## src/rtl/scram_intc.sv

```systemverilog
module scram_intc #(
  parameter int REG_W = 32,
  parameter int AW    = 3
) (
  input  logic             clk,
  input  logic             rst_n,
  input  logic [63:0]      src_req,
  input  logic [AW-1:0]    bus_addr,
  input  logic             bus_wr,
  input  logic [REG_W-1:0] bus_wdata,
  output logic [REG_W-1:0] bus_rdata,
  output logic             irq_out
);
  localparam int NSRC  = 64;
  localparam int VEC_W = $clog2(NSRC);
  localparam int BIT_W = $clog2(REG_W);

  localparam logic [AW-1:0] A_PEND_HI = AW'(0);
  localparam logic [AW-1:0] A_PEND_LO = AW'(1);
  localparam logic [AW-1:0] A_MASK_HI = AW'(2);
  localparam logic [AW-1:0] A_MASK_LO = AW'(3);
  localparam logic [AW-1:0] A_VECTOR  = AW'(4);

  logic [REG_W-1:0] pend_hi, pend_lo, mask_hi, mask_lo;
  logic [REG_W-1:0] set_hi, set_lo;
  logic [VEC_W-1:0] vec_num;

  function automatic logic in_upper(input int s);
    return (s < 16) || (s >= 32 && s < 48);
  endfunction

  function automatic logic [BIT_W-1:0] bit_of(input int s);
    int b;
    if (s == 0)       b = 0;
    else if (s < 16)  b = 16 - s;
    else if (s < 19)  b = 18 - s;
    else if (s < 31)  b = 33 - s;
    else if (s == 31) b = 0;
    else if (s < 48)  b = 63 - s;
    else              b = s - 32;
    return BIT_W'(b);
  endfunction

  always_comb begin
    set_hi = '0;
    set_lo = '0;
    for (int s = 0; s < NSRC; s++) begin
      if (src_req[s]) begin
        if (in_upper(s)) set_hi[bit_of(s)] = 1'b1;
        else             set_lo[bit_of(s)] = 1'b1;
      end
    end
  end

  wire wr_pend_hi = bus_wr && bus_addr == A_PEND_HI;
  wire wr_pend_lo = bus_wr && bus_addr == A_PEND_LO;

  always_ff @(posedge clk or negedge rst_n) begin
    if (!rst_n) begin
      pend_hi <= '0;
      pend_lo <= '0;
      mask_hi <= '0;
      mask_lo <= '0;
    end else begin
      pend_hi <= (pend_hi & ~(wr_pend_hi ? bus_wdata : '0)) | set_hi;
      pend_lo <= (pend_lo & ~(wr_pend_lo ? bus_wdata : '0)) | set_lo;
      if (bus_wr && bus_addr == A_MASK_HI) mask_hi <= bus_wdata;
      if (bus_wr && bus_addr == A_MASK_LO) mask_lo <= bus_wdata;
    end
  end

  wire [REG_W-1:0] act_hi = pend_hi & mask_hi;
  wire [REG_W-1:0] act_lo = pend_lo & mask_lo;

  always_comb begin
    vec_num = '0;
    for (int s = NSRC - 1; s >= 1; s--) begin
      if (in_upper(s) ? act_hi[bit_of(s)] : act_lo[bit_of(s)])
        vec_num = VEC_W'(s);
    end
  end

  assign irq_out = |{act_hi, act_lo};

  always_comb begin
    case (bus_addr)
      A_PEND_HI: bus_rdata = pend_hi;
      A_PEND_LO: bus_rdata = pend_lo;
      A_MASK_HI: bus_rdata = mask_hi;
      A_MASK_LO: bus_rdata = mask_lo;
      A_VECTOR:  bus_rdata = {vec_num, {(REG_W-VEC_W){1'b0}}};
      default:   bus_rdata = '0;
    endcase
  end
endmodule


```

## config.mk

```make
export PLATFORM = sky130hd
export DESIGN_NAME = scram_intc
export DESIGN_NICKNAME = d
export VERILOG_FILES = /design/src/rtl/scram_intc.sv
export SDC_FILE = /design/constraint.sdc
export NUM_CORES = 1
export LEC_CHECK = 0
export BUFFER_PORTS_ARGS = -buffer_cell sky130_fd_sc_hd__buf_2
export CAP_MARGIN = 20
export CORE_MARGIN = 10
export CORE_UTILIZATION = 35
export DETAILED_ROUTE_END_ITERATION = 8
export PLACE_DENSITY_LB_ADDON = 0.25
export REMOVE_ABC_BUFFERS = 1
export SLEW_MARGIN = 20
export SYNTH_ARGS = -nofsm -noshare
export SYNTH_HDL_FRONTEND = slang
export SYNTH_SLANG_ARGS = --single-unit
```

## constraint.sdc

```tcl
create_clock -name clk -period 3.4 [get_ports clk]
set_input_delay 0.34 -clock clk [delete_from_list [all_inputs] [get_ports clk]]
set_output_delay 0.34 -clock clk [all_outputs]
set_load 0.02 [all_outputs]
```

---- Word level (Yosys, flattened, before mapping) ----
Cells that the tools add are included.
word-level totals
  bits in registers ....................... 128
  bits of input ports ..................... 102
  output and inout port bits .............. 33
cells by class
  muxes and demuxes ....................... 321
  reduce and logical (&&, ||, !) cells .... 70
  $lt $le $gt $ge ......................... 128
  equal/unequal tests ..................... 4
  bitwise logic cells ..................... 70
operators by type and width
  cell                                                                    number
  32-bit two-way mux                                                      66
  32-bit OR                                                               64
  5-bit by 6-bit < comparator with 1-bit output (second input constant)   64
  6-bit two-way mux                                                       62
  1-bit demux with 5-bit select                                           64
  5-bit by 1-bit >= comparator with 1-bit output (second input constant)  64
  5-bit two-way mux                                                       64
  32-bit case mux with 5 select lines                                     1
  32-bit AND                                                              4
  1-bit logical AND                                                       68
  1-bit two-way mux                                                       64
  32-bit inverter                                                         2
  64-bit OR reduction                                                     1
  3-bit by 2-bit == test with 1-bit output (second input constant)        2
  3-bit by 1-bit == test with 1-bit output (second input constant)        1
  3-bit == test (second input constant)                                   1
  3-bit zero test                                                         1

---- Depth between registers and ports, before layout ----
  depth in word-level cells ............... 69
  depth in mapped cells ................... 6
  depth with buffers taken out ............ 6

---- Worst setup path before layout ----
Ideal clock, no wire load.
  path kind ............................... reg-to-output
  start point ............................. register pend_lo[16]
  end point ............................... output port bus_rdata[28]
  cell stages (with the launch flop) ...... 6
  arrival ................................. 1889 ps
  required time ........................... 3060 ps
  slack ................................... 1171 ps
  cell sequence ........................... dfrtp_1 > a22o_1 > a221o_1 > or3_1 > a211o_1 > a21oi_1
between the ends
  cells in the longest elaborated chain, start to end .. 49
ends and longest elaborated chain
  element                              line  source
  start, declared                      24    logic [REG_W-1:0] pend_hi, pend_lo, mask_hi, mask_lo;
  start signal, assigned               66    pend_lo <= (pend_lo & ~(wr_pend_lo ? bus_wdata : '0)) | set_lo;
  32-bit AND                           73    wire [REG_W-1:0] act_lo = pend_lo & mask_lo;
  6-bit two-way mux (47 in series)     78    if (in_upper(s) ? act_hi[bit_of(s)] : act_lo[bit_of(s)])
  32-bit case mux with 5 select lines  86    case (bus_addr)
  end, declared                        11    output logic [REG_W-1:0] bus_rdata,
Every way passes these cells.

---- Worst setup path in the final report ----
  start point ............................. register pend_hi[20]
  end point ............................... output port irq_out
between the ends
  cells in the longest elaborated chain, start to end .. 2
ends and longest elaborated chain
  element                 line  source
  start, declared         24
  start signal, assigned  65    pend_hi <= (pend_hi & ~(wr_pend_hi ? bus_wdata : '0)) | set_hi;
  32-bit AND              72    wire [REG_W-1:0] act_hi = pend_hi & mask_hi;
  64-bit OR reduction     83    assign irq_out = |{act_hi, act_lo};
  end, declared           12    output logic irq_out
Every way passes these cells.

==> run metrics <==
outcome=complete, no violations; cells after synthesis=619; headroom to the max-slew limit=43.5%; Worst Tran Pin Value=0.848 ns; total routing resource utilization after global routing=between 10% and 20%; Pins Over Slew Limit=0; met2 wire length=around 11 mm; total routed wirelength=between 20 and 25 mm; Final Wtd Congestion=~0.9; count of clock tree sinks=about 130; die span in x=157 µm; count of boundary I/O pins=roughly 140; dominant synthesized flop cell=sky130_fd_sc_hd__dfrtp_1; count of flip-flops with a built-in enable after synthesis=0; Clk pin slew, worst setup/hold paths=about 0.060 ns; growth of design area from synthesis to finish=24.2%; area share of the largest cell type after synthesis=roughly 49%; cts bufs inserted=17; Post CTS Setup Buffer Count=0; final worst clock skew=0 ns; power density over cell area=approximately 580 mW/mm²; vias post-DR=roughly 6000; cell leakage power=~3.4 nW; clock tree from TritonCTS=done; row cnt=about 50; type of element capturing the critical path=primary output; distinct cell type count after synthesis=between 40 and 50; FMAX=~330 MHz; Initial Util=between 30 and 40%; data arrival time at the worst-slack endpoint=around 2.7 ns; Worst EP required=slightly above 3 ns; Nets=~860; layout cells sized above 1=a little over 30%; minimum clock period=slightly above 3 ns; sequence of cells on the critical path=a22oi_1, nand3_1, or3_1, nor4_1, nand4_1, buf_2; DRT Pass-1 Iters=6; Yosys warning total=0; fraction of the yosys area taken by sequential cells=about half; Final TNS setup=0 ns; endpoint of the worst-slack reg-to-reg timing path=mask_lo[19]$_DFFE_PN0P_; initial antenna violation count=0; H-tree Lvls=4; number of buffers added on ports=between 100 and 150; post-synthesis average cell area=around 11 µm²; Hold Vio Cnt, Final=0; worst-case reg-to-reg path depth=1; drt first-iter violations=a little under 700; unrepaired setup endpoints after global routing=no; cell type contributing the most total cell area after synthesis=sky130_fd_sc_hd__dfrtp_1; top routing layer in use=met4; register-to-register path setup slack=approximately 2.5 ns; leftover overflow at the end of global routing=0; largest cells by area after synthesis=sky130_fd_sc_hd__dfrtp_1 49%, sky130_fd_sc_hd__a22oi_1 9.3%, sky130_fd_sc_hd__mux2_2 8.8%, sky130_fd_sc_hd__a21o_1 7.5%, sky130_fd_sc_hd__nand2_1 7.1%; area of the die=0.0245 mm²; launching point of the worst reg2reg path=mask_lo[19]$_DFFE_PN0P_; core area=0.0181 mm²; class of the most critical hold timing path=in -> async; post-DR wirelength/cell=roughly 22 µm; Detail Placement HPWL=around 17 mm; Final setup violation count=0; max-capacitance violation count=0; Critical Path Max Stage Delay=just over 0.4 ns; Synth async-reset ratio=100%; IR Drop Worst-Case VDD=roughly 0.32 mV; # DRC=0; number of flip-flops and latches in the synthesized netlist=~130; placed insts=just under 1000; CP startpoint kind=flop; Met3 Routed Length=a little over 2 mm; count of antenna diodes in the layout=0; hold buffers post-CTS=0; count of antenna-violating nets left after detailed routing=0; wire length of the first global-routing pass=~35 mm; filler cell count in the final layout=around 1700; Chip Height=roughly 160 µm; deepest clock path buffer count=2; via count of the first global-routing pass=roughly 6100; Vias per Instance=between 5 and 6; Core Util, Final=44.7%; post-route clock period utilization=a little under 90%; number of non-filler instances in the completed layout=~1000; critical path type=reg -> out; count of instances resized after the clock tree is built=0; library cell used as clock root buffer=sky130_fd_sc_hd__clkbuf_16; slowest cell on the critical path=sky130_fd_sc_hd__dfrtp_1; final total power=about 4.7 mW; area of the mapped netlist=0.00653 mm²; clock latency at the later pin of the worst-skew pair=about 0.42 ns; wl on met1=9.38 mm; crit-path max FO=4; maximum number of pins on one net before global-route repair=66
[area by class of cell]
cell class                      count  area [µm²]  share of cell area [%]
Inverter                            5        18.8                   0.231
Sequential cell                   128        3200                    39.5
Multi-Input combinational cell    459        3210                    39.5
Tap cell                          229         287                    3.53
Clock buffer                       21         450                    5.55
Timing Repair Buffer              150         806                    9.94
Clock inverter                     11         139                    1.71
[through the flow]
stage | worst slack [ns] | hold slack (ns) | cell area, µm²
floorplan | -0.180 | 0.0444 | 6410
CTS | 0.429 | 0.0701 | 8110
finish | 0.373 | 0.0886 | 8110
global route | 0.348 | 0.0772 | 8110
detailed placement | 0.913 | 0.502 | 7520
global placement | 0.945 | 0.498 | 7520
[flip-flops by register name, summed over array words and instances, names as in the netlist]
register  cells
mask_lo      32
pend_lo      32
pend_hi      32
mask_hi      32
[per-layer routing]
layer,global-route usage [%],vias to the layer above
li1,-,2653
met1,23.1,2932
met2,29.2,328
met3,5.73,38
met4,6.74,0
met5,0,-
[cells in the final DEF (no fill, tap or decap), types with 13 or more instances in the layout]
cell type                   count
sky130_fd_sc_hd__mux2_1        13
sky130_fd_sc_hd__nand2_1      123
sky130_fd_sc_hd__clkbuf_16     17
sky130_fd_sc_hd__mux2_2        51
sky130_fd_sc_hd__buf_4         16
sky130_fd_sc_hd__a21o_1        65
sky130_fd_sc_hd__a22oi_1       81
sky130_fd_sc_hd__buf_2        133
sky130_fd_sc_hd__dfrtp_1      128
[where the power goes]
part	switching, mW	leakage, nW	internal, mW	total [mW]
clock network	0.663	0.287	1.16	1.83
logic	0.522	1.76	0.411	0.933
registers	0.216	1.35	1.71	1.93
[critical path, delay by kind of cell (launching register included)]
family                 cells  cell delay, ns
flip-flops                 1            0.41
AND/OR/NAND/NOR            4            1.24
buffers and inverters      1            0.25
AO/OA/AOI/OAI              1            0.36
[cells by family after synthesis]
group	synth area share (%)
multiplexers	11.7
AO/OA/AOI/OAI	25.7
buffers and inverters	2.07
flip-flops	49.1
AND/OR/NAND/NOR	11.5
[how the worst max path moves through the flow]
stage	from	endpoint	slack [ns]	cells past startpoint
2_1_floorplan	bus_addr[0]	mask_hi[0]$_DFFE_PN0P_	-0.18	3
3_3_place_gp	pend_lo[5]$_DFF_PN0_	bus_rdata[31]	0.94	6
3_5_place_dp	pend_hi[20]$_DFF_PN0_	bus_rdata[31]	0.91	7
4_1_cts	pend_hi[20]$_DFF_PN0_	bus_rdata[31]	0.43	7
5_1_grt	pend_hi[20]$_DFF_PN0_	irq_out	0.35	6
6_report	pend_hi[20]$_DFF_PN0_	irq_out	0.37	6
[synth_stat cells (all sizes together) (3+ instances only)]
master	n
a211o	3
a211oi	3
a21o	65
a21oi	11
a221oi	3
a222oi	6
a22o	8
a22oi	81
a31oi	3
a32o	4
a32oi	8
and2	7
buf	15
clkbuf	12
dfrtp	128
inv	5
mux2	64
nand2	123
nand2b	4
nand3	10
nand4	5
nor2	8
nor3b	3
o2111ai	5
o21ai	10
Note: power is estimated with default switching activity, not from simulation.
